File: src/rtl/irq_mask_unit.sv
module irq_mask_unit #(
  parameter int NSRC = 8,
  parameter int ADDR_W = 4,
  parameter logic [ADDR_W-1:0] REG_ADDR = 4'hE
) (
  input  logic              clk,
  input  logic              rst,
  input  logic              sel,
  input  logic              wr_en,
  input  logic [ADDR_W-1:0] addr,
  input  logic [NSRC-1:0]   wdata,
  output logic [NSRC-1:0]   rdata,
  input  logic [NSRC-1:0]   src_evt,
  output logic              irq
);

  logic [NSRC-1:0] en_q;
  logic [NSRC-1:0] pend_q;

  wire hit    = sel && (addr == REG_ADDR);
  wire wr_hit = hit && wr_en;
  wire rd_hit = hit && !wr_en;

  wire [NSRC-1:0] en_nx   = wr_hit ? wdata : en_q;
  wire [NSRC-1:0] pend_nx = (pend_q | (src_evt & en_q)) & en_nx;

  always_ff @(posedge clk) begin
    if (rst) begin
      en_q   <= '0;
      pend_q <= '0;
    end else begin
      en_q   <= en_nx;
      pend_q <= pend_nx;
    end
  end

  assign irq   = |pend_q;
  assign rdata = rd_hit ? pend_q : '0;

endmodule

File: config.mk
export PLATFORM = sky130hd
export DESIGN_NAME = irq_mask_unit
export DESIGN_NICKNAME = d
export VERILOG_FILES = /design/src/rtl/irq_mask_unit.sv
export SDC_FILE = /design/constraint.sdc
export NUM_CORES = 1
export LEC_CHECK = 0
export BUFFER_PORTS_ARGS = -buffer_cell sky130_fd_sc_hd__buf_2
export CAP_MARGIN = 25
export CORE_MARGIN = 8
export CORE_UTILIZATION = 50
export CTS_CLUSTER_DIAMETER = 30
export DETAILED_ROUTE_END_ITERATION = 16
export GPL_TIMING_DRIVEN = 0
export PLACE_DENSITY = 0.87
export SLEW_MARGIN = 20
export SYNTH_ARGS = -nofsm -noshare
export SYNTH_HDL_FRONTEND = slang
export SYNTH_SLANG_ARGS = --single-unit
File: constraint.sdc
create_clock -name clk -period 1.8 [get_ports clk]
set_input_delay 0.27 -clock clk [delete_from_list [all_inputs] [get_ports clk]]
set_output_delay 0.27 -clock clk [all_outputs]
set_load 0.1 [all_outputs]
==> metrics.txt, run 1 <==
Fillers=124; worst slew pin tran=0.486 ns; Reg clk slew, reported paths=0.10 ns; Yosys top cell area share=38.4%; Slew HR=67.8%; Core Region=0.00154 sq mm; Final Cycle Share=91.3%; data arrival time of the critical path=1.37 ns; GPL Wtd Cong=0.757; Seq/Total Area, Yosys=38.4%; via-per-instance ratio=5.31; Setup Viol. Count Final=0; post-synthesis cell area=833 sq um; hold bufs inserted after CTS=0; initial antenna violation count=0; Hold Violations, Final=0; PwrDens=607 mW/mm^2; Initial Util=54.1%; switching pwr=147 uW; routed length per instance=14.0 um; routed vias=754; syn avg cell area=9.26 sq um; Yosys top cell by area=dfxtp_1; layout cell share with drive strength beyond 1=42.1%; quantity of gates resized following cts=8; Synth Warn #=0; DP Area=0.00102 sq mm; Final nets=151; Clk Latency, worst-skew pair=0.30 ns; postcts setup bufs=0; Net Count, Synth=114; flops & latches, synth=16; io pins=33; TritonCTS Buffers=3; DR pass1 iterations=4; unrepaired setup endpoints after global routing=false; final wirelength=1.99 mm; largest net degree at the start of global routing=11; grt ovf=0; Area contributors post-synth=dfxtp_1 (38%), nand2b_1 (11%), mux2i_1 (8.4%); maximum capacitance violations=0; clock power share=37.5%; diode count=0; FFs w/ async S/R, synth=0%; sw frac=22.3%; post-route cell area=0.00108 sq mm; Worst EP required=1.53 ns; count leader, synth=dfxtp_1; critical path class=in -> out; fmax=0.608 GHz; Worst Clk Skew=0.00425 ns; Comb power frac=8.3%; DP HPWL=1.65 mm; IO buf count=32; gr usage total=12.4%; type of origin of the critical path=input port; detailed-route DRC error count=0; DRT iter0 DRCs=8; ys flop type=dfxtp_1; LEAKAGE=0.000478 uW; status=finished clean; Placement Rows=14; DIE AREA=0.00323 sq mm; EDFF count, synth=0; # H-tree levels=1; height of the chip=56.8 um; area delta synth->final=29.7%; Final Max Slew Viols=0; synth cell count leaders=dfxtp_1 (16), nand2b_1 (15), nor2_1 (15); worst vdd ir=0.386 mV; worst min path class=in -> reg; crit path time final=1.64 ns; clock sink total=16; Die W=56.8 um; number of global-route vias before repair=806; Clock Tree Buf Depth=2; Clk Tree Root Cell=clkbuf_4; CP Max Fanout=8; Cell variety after synth=21; Total Power=656 uW; first-pass GRT wire length=3.31 mm; CTS tree=built; Reg power frac=54.2%; Final ANT Viol Nets=0; Mapped Cells=90; Pint=510 uW; Critical Path End Type=output pin
cell usage in the layout, fill, tap and decap left out, drive strengths merged, types with 2 or more instances in the layout:
| cell type | instances |
|---|---|
| nor4 | 2 |
| a21oi | 7 |
| dfxtp | 16 |
| and2 | 9 |
| mux2 | 7 |
| buf | 35 |
| mux2i | 7 |
| nand2b | 15 |
| clkbuf | 4 |
| nor2 | 15 |
final timing paths:
kind / start / to / slack [ns] / depth (start not counted)
max: addr[0] / rdata[5] / 0.16 / 5
min reg2reg: en_q[6]$_SDFF_PP0_ / en_q[6]$_SDFF_PP0_ / 0.49 / 2
max reg2reg: pend_q[0]$_SDFF_PP0_ / pend_q[0]$_SDFF_PP0_ / 0.83 / 3
min: wdata[6] / pend_q[6]$_SDFF_PP0_ / 0.25 / 3
worst max-delay path: stages:
cell	delay, ns
buf_2	0.09
and3b_1	0.26
and4b_2	0.32
and2_2	0.16
buf_4	0.28
flip-flops by register name (all words and copies together), names as in the netlist:
name    count
pend_q      8
en_q        8
metal layers:
metal / vias up / track usage (%) / wire [um]
met5: - / 0 / 0
met4: 0 / 5.70 / 29
met3: 3 / 4.94 / 156
met2: 26 / 22.1 / 1000
met1: 346 / 12.3 / 803
li1: 379 / - / -
power groups by stage:
stage          registers [uW]  logic [uW]  clock network (uW)
3_3_place_gp              364        51.3                   0
3_5_place_dp              364        54.4                   0
6_report                  356        54.2                 246
4_1_cts                   356        54.7                 252
5_1_grt                   356        59.3                 265
2_1_floorplan             364        23.4                   0
cell families after synthesis:
group | synth area share (%)
multiplexers | 18.8
AO/OA/AOI/OAI | 7.36
flip-flops | 38.4
buffers and inverters | 3.75
AND/OR/NAND/NOR | 31.7
cell type report:
| class | count | area, sq um | area share (%) |
|---|---|---|---|
| multi-input combinational | 70 | 493 | 45.6 |
| sequential | 16 | 320 | 29.6 |
| tap | 16 | 20.0 | 1.85 |
| timing repair buffer | 32 | 180 | 16.7 |
| clock buffer | 4 | 36.3 | 3.36 |
| buffer | 3 | 27.5 | 2.55 |
| inverter | 1 | 3.75 | 0.347 |
per-stage QoR:
stage	utilization [%]	setup TNS [ns]	hold WS [ns]	cells	setup slack, ns
after floorplan	-	0	0.424	90	0.260
after detailed placement	66.4	-0.191	0.478	138	-0.0278
after global routing	70.1	0	0.244	142	0.0606
after global placement	66.4	-0.0243	0.453	138	-0.00775
after CTS	70.0	0	0.249	142	0.108
final	70.1	0	0.246	142	0.156
No activity file was read; power rests on OpenSTA's default activity.
==> inputs of run 2 (changes only) <==
CORE_MARGIN = 5   (was 8)
RECOVER_POWER = 100   (was default)
==> metrics.txt, run 2 (synthesis results as in run 1) <==
met3 wire length=149 um (-4.5%); Worst Clk Skew=0.00149 ns (-0.00276 ns); Final WS setup=0.0846 ns (-0.0716 ns); clock sink total=16 (unchanged); detailed-route DRC error count=0 (unchanged); layout cell share with drive strength beyond 1=37.3% (-4.8 points); data arrival time of the critical path=1.45 ns (+0.08 ns); commonest cells after routing, fill and taps aside=buf_2 (24), dfxtp_1 (16), nand2b_1 (15), nor2_1 (15), clkbuf_4 (9); M1 WL=765 um (-4.7%); Clock Tree Buf Depth=2 (unchanged); io pins=33 (unchanged); crit path cell chain=buf_2, and3b_1, and4b_1, and2_2, clkbuf_4; Initial Util=54.1% (unchanged); Critical Path End Type=output pin; CP Max Fanout=8 (unchanged); met2 routed WL=933 um (-6.8%); DIE AREA=0.00258 sq mm (-20%); Pint=509 uW (-0.16%); crit path time final=1.72 ns (+0.0716 ns); status=finished clean; hold bufs inserted after CTS=0 (unchanged); routed vias=755 (+0.13%); unrepaired setup endpoints after global routing=false; critical path's largest stage delay=0.33 ns (about the same); number of global-route vias before repair=734 (-8.9%); # H-tree levels=1 (unchanged); Final nets=151 (unchanged); commonest non-fill, non-tap cell in the layout=buf_2; Die W=50.8 um (-11%); maximum capacitance violations=0 (unchanged); Comb power frac=8.0% (-0.3 points); worst vdd ir=0.528 mV (+37%); postcts setup bufs=0 (unchanged); DP HPWL=1.51 mm (-8.3%); worst min path class=in -> reg; Reg clk slew, reported paths=0.09 ns (about the same); Core Region=0.00154 sq mm (unchanged); Clk Latency, worst-skew pair=0.29 ns (about the same); Hold Violations, Final=0 (unchanged); grt ovf=0 (unchanged); Regs by FF count=en_q x8, pend_q x8; switching pwr=142 uW (-3.4%); Final ANT Viol Nets=0 (unchanged); post-route cell area=0.00106 sq mm (-2.3%); Placement Rows=14 (unchanged); area delta synth->final=26.7%; Setup Viol. Count Final=0 (unchanged); CP max-delay cell=and4b_1; cell family with most CP delay=simple AND/OR/NAND/NOR gates; initial antenna violation count=0 (unchanged); height of the chip=50.8 um (-11%); Total Power=650 uW (-0.88%); CTS tree=built; Hold Slack=0.256 ns (+0.00963 ns); LEAKAGE=0.000467 uW (-2.3%); final wirelength=1.86 mm (-6.4%); Place WS=-0.0442 ns (-0.0164 ns); sw frac=21.8% (-0.57 points); highest routed metal layer=met4; Clk Tree Root Cell=clkbuf_4; worst path buffer plus inverter count=2 (unchanged); DP Area=0.00102 sq mm (unchanged); fmax=0.583 GHz (-4.2%); critical path class=in -> out; PwrDens=616 mW/mm^2 (+1.5%); Worst EP required=1.53 ns (about the same); routed length per instance=13.1 um (-6.4%); Fillers=132 (+6.5%); diode count=0 (unchanged); type of origin of the critical path=input port; TritonCTS Buffers=3 (unchanged); DRT iter0 DRCs=13 (+5); GPL Wtd Cong=0.729 (-3.6%); gr usage total=14.9% (+2.5 points); Final Cycle Share=95.3% (+4.0 points); clock power share=37.3% (-0.2 points); Final TNS setup=0 ns (unchanged); DR pass1 iterations=4 (unchanged); via-per-instance ratio=5.32 (+0.13%); worst slew pin tran=0.693 ns (+0.208 ns); largest net degree at the start of global routing=11 (unchanged); Slew HR=53.8% (-14 points); Final Max Slew Viols=0 (unchanged); Reg power frac=54.7% (+0.5 points); IO buf count=32 (unchanged); first-pass GRT wire length=2.97 mm (-10%)
[run 2: changes by cell type in the layout (fill, tap and decap cells not counted), sizes merged]
cell	previous run	this run
clkbuf	4	12
buf	35	27
[run 2: final timing paths]
path	to	depth (start not counted)	startpoint	slack, ns
worst max-delay path	rdata[0]	5	addr[0]	0.08
worst min-delay path	pend_q[6]$_SDFF_PP0_	3	wdata[6]	0.26
worst max register to register	pend_q[2]$_SDFF_PP0_	3	pend_q[2]$_SDFF_PP0_	0.82
worst min register to register	en_q[6]$_SDFF_PP0_	2	en_q[6]$_SDFF_PP0_	0.49
[run 2: area by class of cell]
class                      instances  area [sq um]  area share, %
buffer                             3          20.0           1.90
clock buffer                       4          36.3           3.44
inverter                           1          3.75          0.355
multi-input combinational         70           475           45.0
sequential                        16           320           30.3
tap                               16          20.0           1.90
timing repair buffer              32           180           17.1
[run 2: power groups by stage]
| stage | Sequential [uW] | Combinational (uW) | Clock, uW |
|---|---|---|---|
| after floorplan | 364 | 23.4 | 0 |
| after global placement | 364 | 51.3 | 0 |
| after detailed placement | 364 | 54.4 | 0 |
| after CTS | 356 | 54.4 | 249 |
| after global routing | 356 | 56.8 | 265 |
| final | 356 | 52.2 | 242 |
[run 2: layer usage]
layer  track usage, %  vias to the layer above
met5                0                        -
li1                 -                      380
met2             26.2                       27
met3             5.81                        2
met1             16.2                      346
met4             5.11                        0
[run 2: repair_timing]
action	CTS	global route
endpoints found under the hold margin	0	0
resized for setup	8	0
setup endpoints to repair	8	0
[run 2: metrics by stage]
step,util (%),cells
6_report,68.5,142
5_1_grt,68.5,142
3_5_place_dp,66.4,138
4_1_cts,70.0,142
2_1_floorplan,-,90
3_3_place_gp,66.4,138
[run 2: worst register-to-register path: stages (launching register included)]
cell     delay (ns)
dfxtp_1        0.34
a21oi_1        0.17
nor2_1         0.07
mux2_1         0.29
==> inputs of run 3 (changes only) <==
CTS_BUF_LIST = sky130_fd_sc_hd__clkbuf_2   (was default)
==> metrics.txt, run 3 (synthesis results as in run 1) <==
largest net degree at the start of global routing=11 (unchanged); CP Max Fanout=8 (unchanged); DRT iter0 DRCs=8 (-5); worst vdd ir=0.490 mV (-7.3%); # H-tree levels=1 (unchanged); DP HPWL=1.51 mm (unchanged); Initial Util=54.1% (unchanged); DIE AREA=0.00258 sq mm (unchanged); Hold Crit Start=wdata[6]; reg-to-reg endpoint=pend_q[2]$_SDFF_PP0_; commonest non-fill, non-tap cell in the layout=buf_2; Reg clk slew, reported paths=0.14 ns (+0.05 ns); maximum capacitance violations=0 (unchanged); Final nets=151 (unchanged); io pins=33 (unchanged); DR pass1 iterations=4 (unchanged); gr usage total=14.3% (-0.60 points); Placement Rows=14 (unchanged); Clk Latency, worst-skew pair=0.29 ns (about the same); fmax=0.582 GHz (about the same); type of origin of the critical path=input port; Final Util=67.4% (-1.1 points); Core Region=0.00154 sq mm (unchanged); Final Max Slew Viols=0 (unchanged); grt ovf=0 (unchanged); Slew HR=53.1% (-0.71 points); Worst Clk Skew=0.00882 ns (+0.00734 ns); Layout Cells excl Fill=142 (unchanged); data arrival time of the critical path=1.45 ns (about the same); area delta synth->final=24.6%; first-pass GRT wire length=2.90 mm (-2.3%); postcts setup bufs=0 (unchanged); Clock Tree Buf Depth=2 (unchanged); worst slew pin tran=0.704 ns (+0.0106 ns); Final ANT Viol Nets=0 (unchanged); FF-to-FF setup slack=0.82 ns (about the same); layout cell share with drive strength beyond 1=36.5% (-0.79 points); CTS tree=built; routed length per instance=13.2 um (+0.81%); WHS Endpoint=pend_q[6]$_SDFF_PP0_; Final Cycle Share=95.4% (about the same); hold depth=3 (unchanged); initial antenna violation count=0 (unchanged); worst min path class=in -> reg; GPL Wtd Cong=0.729 (unchanged); PwrDens=550 mW/mm^2 (-11%); hold bufs inserted after CTS=0 (unchanged); Worst R2R Start=pend_q[2]$_SDFF_PP0_; final wirelength=1.88 mm (+0.81%); status=finished clean; crit path time final=1.72 ns (+0.00171 ns); Die W=50.8 um (unchanged); detailed-route DRC error count=0 (unchanged); IO buf count=32 (unchanged); critical path class=in -> out; routed vias=745 (-1.3%); via-per-instance ratio=5.25 (-1.3%); Place WS=-0.0442 ns (unchanged); diode count=0 (unchanged); commonest cells after routing, fill and taps aside=buf_2 (24), dfxtp_1 (16), nand2b_1 (15), nor2_1 (15), and2_2 (8); Fillers=138 (+4.5%); Final TNS setup=0 ns (unchanged); Setup Viol. Count Final=0 (unchanged); Clk Tree Root Cell=clkbuf_2; height of the chip=50.8 um (unchanged); Critical Path End Type=output pin; unrepaired setup endpoints after global routing=false; Final WS setup=0.0829 ns (-0.00171 ns); number of global-route vias before repair=737 (+0.41%); TritonCTS Buffers=3 (unchanged); Hold Violations, Final=0 (unchanged); dpl cells=138 (unchanged); Regs by FF count=en_q x8, pend_q x8; FF-to-FF path depth=3 (unchanged); LEAKAGE=0.000460 uW (-1.5%); clock sink total=16 (unchanged); Worst EP required=1.53 ns (about the same)
[run 3: cell types whose count changed in the layout (fill, tap and decap cells not counted), sizes merged]
cell / delta
clkbuf: -1
clkinv: +1
[run 3: power by group]
part | switching [uW] | internal [uW] | total (uW)
sequential | 0.763 | 356 | 357
clock | 115 | 48.3 | 163
combinational | 21.8 | 30.3 | 52.2
[run 3: layout make-up]
| cell class | instances | area [sq um] | share of cell area [%] |
|---|---|---|---|
| Buffer | 3 | 20.0 | 1.93 |
| Clock buffer | 3 | 15.0 | 1.45 |
| Clock inverter | 1 | 3.75 | 0.361 |
| Inverter | 1 | 3.75 | 0.361 |
| Multi-Input combinational cell | 70 | 475 | 45.8 |
| Sequential cell | 16 | 320 | 30.8 |
| Tap cell | 16 | 20.0 | 1.93 |
| Timing Repair Buffer | 32 | 180 | 17.3 |
[run 3: metal layers]
metal / share of wire [%] / vias up / wire length (um) / GRT usage (%)
met1: 43 / 340 / 805 / 15.5
met4: 0.21 / 0 / 4 / 2.55
li1: - / 380 / - / -
met5: 0 / - / 0 / 0
met2: 49 / 23 / 919 / 26.2
met3: 7.9 / 2 / 148 / 5.81
[run 3: how the worst max path moves through the flow]
stage            start        to  slack, ns  depth (start not counted)
3_5_place_dp   addr[0]  rdata[2]      -0.04                          5
3_3_place_gp   addr[0]  rdata[2]     -0.005                          5
5_1_grt        addr[0]  rdata[6]       0.03                          5
6_report       addr[0]  rdata[0]       0.08                          5
2_1_floorplan  addr[0]  rdata[0]       0.26                          3
4_1_cts        addr[0]  rdata[2]       0.09                          5
[run 3: through the flow]
step	area (sq um)	power, uW	hold slack (ns)
after floorplan	843	387	0.424
after global placement	1020	415	0.453
after detailed placement	1020	418	0.478
after CTS	1060	579	0.233
after global routing	1040	600	0.228
final	1040	572	0.245
[run 3: worst max-delay path, cell delays in order]
cell and delay (ns):
buf_2 0.09, and3b_1 0.26, and4b_1 0.34, and2_2 0.17, clkbuf_4 0.32
[run 3: repair_timing]
| action | in CTS | in global routing |
|---|---|---|
| endpoints found under the setup margin | 8 | 0 |
| endpoints found under the hold margin | 0 | 0 |
| resized for setup | 8 | 0 |
